### config.mk
export PLATFORM = sky130hd
export DESIGN_NAME = chroma_mode_pal
export DESIGN_NICKNAME = d
export VERILOG_FILES = /design/src/rtl/chroma_pkg.sv /design/src/rtl/chroma_mode_dec.sv /design/src/rtl/chroma_pal_rule.sv /design/src/rtl/chroma_pal_bank.sv /design/src/rtl/chroma_mode_pal.sv
export SDC_FILE = /design/constraint.sdc
export NUM_CORES = 1
export LEC_CHECK = 0
export BUFFER_PORTS_ARGS = -buffer_cell sky130_fd_sc_hd__buf_2
export CAP_MARGIN = 20
export CORE_ASPECT_RATIO = 1.75
export CORE_MARGIN = 2
export CORE_UTILIZATION = 45
export CTS_BUF_LIST = sky130_fd_sc_hd__clkbuf_4 sky130_fd_sc_hd__clkbuf_8
export CTS_CLUSTER_DIAMETER = 120
export DETAILED_ROUTE_END_ITERATION = 8
export GPL_ROUTABILITY_DRIVEN = 1
export GPL_TIMING_DRIVEN = 0
export MAX_ROUTING_LAYER = met4
export PLACE_DENSITY = 0.82
export SLEW_MARGIN = 20
export SYNTH_ARGS = -nofsm -noshare
export SYNTH_HDL_FRONTEND = slang
export SYNTH_SLANG_ARGS = --single-unit
### constraint.sdc
create_clock -name clk -period 3.6 [get_ports clk]
set_input_delay 0.18 -clock clk [delete_from_list [all_inputs] [get_ports clk]]
set_output_delay 0.18 -clock clk [all_outputs]
set_load 0.005 [all_outputs]
### src/rtl/chroma_pkg.sv
package chroma_pkg;

   typedef enum logic [1:0] {
      DM_TEXT    = 2'd0,
      DM_QUAD    = 2'd1,
      DM_MONO_HI = 2'd2,
      DM_COMP    = 2'd3
   } disp_mode_e;

   // mode-control bit positions
   localparam int unsigned MC_GFX   = 1;
   localparam int unsigned MC_COMP  = 3;
   localparam int unsigned MC_HIRES = 4;
   localparam int unsigned MC_BLINK = 5;

   // color-select bit positions
   localparam int unsigned CS_BRIGHT = 4;
   localparam int unsigned CS_ALT    = 5;

   localparam int unsigned BRIGHT_BASE = 8;

endpackage

### src/rtl/chroma_mode_dec.sv
module chroma_mode_dec
   import chroma_pkg::*;
#(
   parameter int unsigned DW = 8
) (
   input  logic [DW-1:0] mc,
   output disp_mode_e    mode,
   output logic          blink
);

   always_comb begin
      if (!mc[MC_GFX])
         mode = DM_TEXT;
      else if (!mc[MC_HIRES])
         mode = DM_QUAD;
      else if (mc[MC_COMP])
         mode = DM_COMP;
      else
         mode = DM_MONO_HI;
   end

   assign blink = mc[MC_BLINK];

endmodule

### src/rtl/chroma_pal_rule.sv
module chroma_pal_rule
   import chroma_pkg::*;
#(
   parameter int unsigned DW    = 8,
   parameter int unsigned PAL_N = 16,
   parameter int unsigned PAL_W = 4
) (
   input  disp_mode_e             mode,
   input  logic [DW-1:0]          csel,
   output logic [PAL_N-1:0]       we,
   output logic [PAL_N*PAL_W-1:0] nxt
);

   logic [PAL_W-1:0] base;
   logic [PAL_W-1:0] fg;
   logic [PAL_W-1:0] tri_off;

   assign base    = csel[CS_BRIGHT] ? PAL_W'(BRIGHT_BASE) : '0;
   assign fg      = PAL_W'(csel[3:0]);
   assign tri_off = csel[CS_ALT] ? PAL_W'(1) : PAL_W'(0);

   for (genvar i = 0; i < PAL_N; i++) begin : g_ent
      always_comb begin
         we[i]                     = 1'b0;
         nxt[i*PAL_W +: PAL_W]     = '0;
         unique case (mode)
            DM_MONO_HI: begin
               if (i == 0) begin
                  we[i] = 1'b1;
                  nxt[i*PAL_W +: PAL_W] = '0;
               end else if (i == 1) begin
                  we[i] = 1'b1;
                  nxt[i*PAL_W +: PAL_W] = fg;
               end
            end
            DM_QUAD: begin
               if (i == 0) begin
                  we[i] = 1'b1;
                  nxt[i*PAL_W +: PAL_W] = fg;
               end else if (i < 4) begin
                  we[i] = 1'b1;
                  nxt[i*PAL_W +: PAL_W] = base + PAL_W'(2 * i) + tri_off;
               end
            end
            DM_COMP: begin
               we[i] = 1'b1;
               nxt[i*PAL_W +: PAL_W] = PAL_W'(i);
            end
            default: begin
               we[i] = 1'b0;
            end
         endcase
      end
   end

endmodule

### src/rtl/chroma_pal_bank.sv
module chroma_pal_bank #(
   parameter int unsigned PAL_N = 16,
   parameter int unsigned PAL_W = 4
) (
   input  logic                   clk,
   input  logic                   rst_n,
   input  logic [PAL_N-1:0]       we,
   input  logic [PAL_N*PAL_W-1:0] nxt,
   output logic [PAL_N*PAL_W-1:0] q
);

   for (genvar i = 0; i < PAL_N; i++) begin : g_reg
      always_ff @(posedge clk or negedge rst_n) begin
         if (!rst_n)
            q[i*PAL_W +: PAL_W] <= PAL_W'(i);
         else if (we[i])
            q[i*PAL_W +: PAL_W] <= nxt[i*PAL_W +: PAL_W];
      end
   end

endmodule

### src/rtl/chroma_mode_pal.sv
module chroma_mode_pal
   import chroma_pkg::*;
#(
   parameter int unsigned DW    = 8,
   parameter int unsigned PAL_N = 16,
   parameter int unsigned PAL_W = 4
) (
   input  logic                   clk,
   input  logic                   rst_n,
   input  logic                   cs,
   input  logic                   reg_sel,
   input  logic                   wr_stb,
   input  logic                   rd_stb,
   input  logic [DW-1:0]          wdata,
   output logic [DW-1:0]          rdata,
   output logic [1:0]             disp_mode,
   output logic                   blink_en,
   output logic [PAL_N*PAL_W-1:0] pal_o
);

   localparam int unsigned PAL_BITS = PAL_N * PAL_W;

   if (DW < 6) begin : g_chk_dw
      $error("chroma_mode_pal: DW must be at least 6");
   end
   if (PAL_W < 4) begin : g_chk_w
      $error("chroma_mode_pal: PAL_W must be at least 4");
   end
   if (PAL_N < 4 || PAL_N > (1 << PAL_W)) begin : g_chk_n
      $error("chroma_mode_pal: PAL_N must be in 4 .. 2**PAL_W");
   end

   logic [DW-1:0]       mc_q;
   logic [DW-1:0]       cs_q;
   disp_mode_e          mode_q;
   logic                blink_q;

   logic                wr_mc;
   logic                wr_cs;
   disp_mode_e          mode_new;
   logic                blink_new;
   disp_mode_e          rule_mode;
   logic [DW-1:0]       rule_cs;
   logic [PAL_N-1:0]    rule_we;
   logic [PAL_N-1:0]    bank_we;
   logic [PAL_BITS-1:0] rule_nxt;

   assign wr_mc = cs && wr_stb && !reg_sel;
   assign wr_cs = cs && wr_stb &&  reg_sel;

   chroma_mode_dec #(.DW(DW)) u_dec (
      .mc    (wdata),
      .mode  (mode_new),
      .blink (blink_new)
   );

   always_ff @(posedge clk or negedge rst_n) begin
      if (!rst_n) begin
         mc_q    <= '0;
         cs_q    <= '0;
         mode_q  <= DM_TEXT;
         blink_q <= 1'b0;
      end else begin
         if (wr_mc) begin
            mc_q    <= wdata;
            mode_q  <= mode_new;
            blink_q <= blink_new;
         end
         if (wr_cs)
            cs_q <= wdata;
      end
   end

   // a mode write re-applies the stored color byte under the new mode
   assign rule_mode = wr_mc ? mode_new : mode_q;
   assign rule_cs   = wr_cs ? wdata    : cs_q;

   chroma_pal_rule #(.DW(DW), .PAL_N(PAL_N), .PAL_W(PAL_W)) u_rule (
      .mode (rule_mode),
      .csel (rule_cs),
      .we   (rule_we),
      .nxt  (rule_nxt)
   );

   assign bank_we = rule_we & {PAL_N{wr_mc || wr_cs}};

   chroma_pal_bank #(.PAL_N(PAL_N), .PAL_W(PAL_W)) u_bank (
      .clk   (clk),
      .rst_n (rst_n),
      .we    (bank_we),
      .nxt   (rule_nxt),
      .q     (pal_o)
   );

   assign rdata     = (cs && rd_stb) ? (reg_sel ? cs_q : mc_q) : '0;
   assign disp_mode = mode_q;
   assign blink_en  = blink_q;

endmodule

# Word level (Yosys, flattened, before mapping)
# Index checks and enable logic that the tools add are counted.
[classes] n_addsub=6 eq_ne=3 muxes=28 bitwise_logic=1 n_reduce_logical=8
[ops] operator="$mux 4" count=10
[ops] operator="$and 16x16->16" count=1
[ops] operator="$mux 8" count=2
[ops] operator="$pmux 4 s2" count=2
[ops] operator="$add 4x4->4" count=3
[ops] operator="$mux 3" count=4
[ops] operator="$pmux 4 s3" count=1
[ops] operator="$add 4x3->4 const B" count=2
[ops] operator="$mux 2" count=3
[ops] operator="$mux 6" count=1
[ops] operator="$mux 1" count=5
[ops] operator="$add 4x2->4 const B" count=1
[ops] operator="$eq 2x2->1 const B" count=2
[ops] operator="$logic_and 1x1->1" count=4
[ops] operator="$reduce_or 3->1" count=1
[ops] operator="$eq 2x1->1 const B" count=1
[ops] operator="$reduce_or 2->1" count=1
[ops] operator="$logic_not 1->1" count=1
[ops] operator="$logic_or 1x1->1" count=1
[word_totals] regBits=83 in_bits=14 wordCells=67

# Longest topological paths before layout
[logic_depth] word_depth=8 ltp_mapped=6

# By module
# A second synthesis with hierarchy kept.
[hier_totals] cells_unflattened=294 hier_area_um2=4003.8
[modules_own_cells] module="chroma_pal_bank" n_inst=1 cells_per_inst=128 area_each_um2=2362.3
[modules_own_cells] module="chroma_mode_pal" n_inst=1 cells_per_inst=79 area_each_um2=1011.0
[modules_own_cells] module="chroma_pal_rule" n_inst=1 cells_per_inst=83 area_each_um2=605.6
[modules_own_cells] module="chroma_mode_dec" n_inst=1 cells_per_inst=4 area_each_um2=25.0

# Worst setup path after synthesis
# Ideal clock, no wire load.
[synth_timing] path_kind="input-to-reg" startpoint="input port reg_sel" endpoint="register u_bank.q[4]" setup_ns=0.082 arrival_time_ns=1.138 t_required_ns=3.518 slack_ns=2.381 cell_stages=4 path_buffers=2 path_cell_list="buf_4 > buf_4 > a211o_1 > a211o_1"
[synth_between] elab_chain_cells=7
[synth_lines] element="from (decl)" line="chroma_mode_pal.sv:11" rtl="input logic reg_sel,"
[synth_lines] element="parallel branches: the longest is 7 deep, another holds $add 4x4->4"
[synth_lines] element="to (signal, indexed assignment)" line="chroma_pal_bank.sv:15" rtl="q[i*PAL_W +: PAL_W] <= PAL_W'(i);"
[synth_lines] element="to (signal, indexed assignment)" line="chroma_pal_bank.sv:17" rtl="q[i*PAL_W +: PAL_W] <= nxt[i*PAL_W +: PAL_W];"
[synth_lines] element="to (decl)" line="chroma_pal_bank.sv:9" rtl="output logic [PAL_N*PAL_W-1:0] q"
# Several ways; the timed one is not identified.
# A chain may end at the register's enable or synchronous reset.

==> reports/qor.txt <==
Status - finished clean
H-tree levels - 2
Syn. warnings - 0
Commonest non-fill, non-tap cell in the layout - buf_2
Vias - 1403
Vias in the first global route - 1269
Hold Fails Final Rpt - 0
Grt ovf - 0
Avg Cell Area, Syn - 10.7 um2
Crit. End Element - output port
RSZ-0062 raised after global routing - false
Final ANT Viol Nets - 0
# rows - 31
Synth-to-Final Area Change - 30.7%
Setup tns final - 0 ns
Buffers on Ports - 67
Layout cells sized above 1 - 55.0%
Fmax - 0.639 GHz
Layout Skew - 0.0126 ns
Max Cap Viol - 0
Clock latency on the worst-skew pair - 0.29 ns
Multi-input gate area - 697 um2
LEAKAGE - 0.00137 uW
Kind of critical path - reg -> out
Req. time, crit path - 3.42 ns
Final WS setup - 2.03 ns
Placed Cells incl. Taps - 311
Share of the synthesized area in the top cell type - 37.4%
Sw Share - 29.7%
Least-Margin Pin Slew - 0.702 ns
Ports - 89
DRC viols - 0
Number of buffers created by CTS - 5
Post-route insts no fill - 320
Flop pwr share - 38.3%
Routed WL - 3800 um
Clock tree from TritonCTS - built
DP HPWL - 2990 um
Core area - 4070 um2
# diodes - 0
Worst-path clk slew - 0.07 ns
Initial DRT Pass Iterations - 4
Register area - 832 um2
Tot GR Track Use - 17.2%
Pre-CTS WS - 2.19 ns
Post-CTS Setup Repair Bufs - 0
Via density - 4.38
Initial antenna violation count - 0
Sequential share of the synthesized area - 44.4%
Fill cell count - 369
First-pass GRT wire length - 5710 um
Clock root buffer - clkbuf_8
Crit path from - u_bank.q[62]
Max VDD drop - 426 uV
Hold path startpoint - wdata[5]
Die area - 4720 um2
Distinct cells, synth - 34
Final Setup Violations - 0
Die Span Y - 89.4 um
Crit start category - flip-flop
Placer Congestion - 0.782
Period minus WS final - 1.57 ns
Combinational share of power - 41.6%
Sink Count - 33
Final Cycle Share - 43.5%
Sw power - 429 uW
Slew headroom - 53.2%
Die Width - 52.8 um
FF+latch count, synth - 33
Initial Util - 46.1%
Top cell type by total area after synthesis - dfrtp_1
CP arrival - 1.39 ns
Clock share of power - 20.1%
Nets@finish - 284
Critical R2R Launch - disp_mode[1]
Initial DRC count - 33
Clock buffer depth - 2
Mapped Area - 1880 um2
PD cells - 588 nW/um2
Area contributors post-synth - dfrtp_1 37%, buf_4 20%, mux2_2 7.2%
CP Max Fanout - 29
Largest net degree at the start of global routing - 34
Mapped Cells - 176
WL/cell - 11.9 um
Min-delay worst type - in -> reg
Max Slew Vio Count - 0
Internal power - 1010 uW
Most frequent cells in the layout - 68 x buf_2, 51 x buf_4, 28 x dfrtp_1
sequential cells by signal, summed over array words and instances (netlist names):
signal,cells
mc_q,8
disp_mode,2
cs_q,8
u_bank.q,15
logic make-up (layout without fill, tap and decap cells):
group,count (synthesis),after routing,synth area share (%)
multiplexers,24,24,14.3
flip-flops,33,33,44.4
buffers and inverters,60,136,22.3
AND/OR/NAND/NOR,36,36,10.1
other,1,20,0.200
AO/OA/AOI/OAI,22,22,8.74
power by group through the flow:
| stage | logic (uW) | registers [uW] | clock network, uW |
|---|---|---|---|
| 2_1_floorplan | 359 | 547 | 0 |
| 3_3_place_gp | 591 | 553 | 0 |
| 3_5_place_dp | 605 | 558 | 0 |
| 4_1_cts | 608 | 551 | 298 |
| 5_1_grt | 672 | 566 | 319 |
| 6_report | 599 | 551 | 290 |
final timing paths:
kind	endpoint	slack, ns	cells after the start
max	pal_o[51]	2.03	2
min in group asynchronous	cs_q[5]	0.46	2
min reg2reg	mc_q[1]	0.48	2
max reg2reg	u_bank.q[4]	2.29	3
max in group asynchronous	disp_mode[0]	2.67	2
min	mc_q[5]	0.14	2
worst max-delay path: stages (launching register included):
cell and delay, ns:
dfstp_2 0.82, buf_4 0.18, buf_2 0.10
per-stage QoR:
step | cell area, um2 | hold slack (ns) | power, uW | utilization, %
floorplan | 1950 | -0.116 | 905 | -
global placement | 2340 | 0.261 | 1140 | 57.5
detailed placement | 2340 | 0.269 | 1160 | 57.5
CTS | 2450 | 0.131 | 1460 | 60.2
global route | 2450 | 0.140 | 1560 | 60.2
finish | 2450 | 0.138 | 1440 | 60.2
synth_stat cells:
| master | count |
|---|---|
| buf_2 | 1 |
| dfstp_2 | 5 |
| a211oi_1 | 1 |
| o2bb2ai_1 | 1 |
| a21boi_0 | 1 |
| nor3_1 | 1 |
| nand2b_1 | 1 |
| conb_1 | 1 |
| a32oi_1 | 1 |
| and2_1 | 1 |
| nand2_1 | 16 |
| nand3b_4 | 1 |
| nor2_1 | 10 |
| o31a_1 | 1 |
| nand4_2 | 1 |
| dfrtp_1 | 28 |
| nand3_4 | 1 |
| o21bai_1 | 1 |
| mux2i_1 | 11 |
| o21ai_1 | 4 |
| inv_1 | 8 |
| mux2i_4 | 1 |
| or3_1 | 1 |
| o31ai_4 | 1 |
| o21ai_0 | 5 |
| nand3b_1 | 1 |
| o311ai_0 | 1 |
| o31ai_1 | 1 |
| a21o_1 | 2 |
| mux2_2 | 12 |
| nand3_1 | 1 |
| a211o_1 | 2 |
| buf_4 | 51 |
| nor2b_1 | 1 |
timing repair:
| action | in CTS | in global routing |
|---|---|---|
| gates resized for setup | 0 | 0 |
| endpoints found under the hold margin | 28 | 0 |
| hold buffers | 1 | 0 |
area by class of cell:
type                    instances  share of cell area (%)
flip-flops and latches         33                    33.9
multi-input cells             102                    28.4
plain buffers                  52                    15.8
repair buffers                 68                    14.1
clock buffers                   7                    3.68
well taps                      49                    2.50
inverters                       8                    1.23
clock inverters                 1                   0.306
routing by layer:
layer | global-route usage (%) | vias to the layer above | routed length, um
met5 | - | - | 0
met4 | 10.7 | 0 | 112
met3 | 3.34 | 8 | 215
met2 | 28.0 | 50 | 2020
met1 | 18.8 | 636 | 1450
li1 | - | 709 | -
No activity file was read; power rests on OpenSTA's default activity.
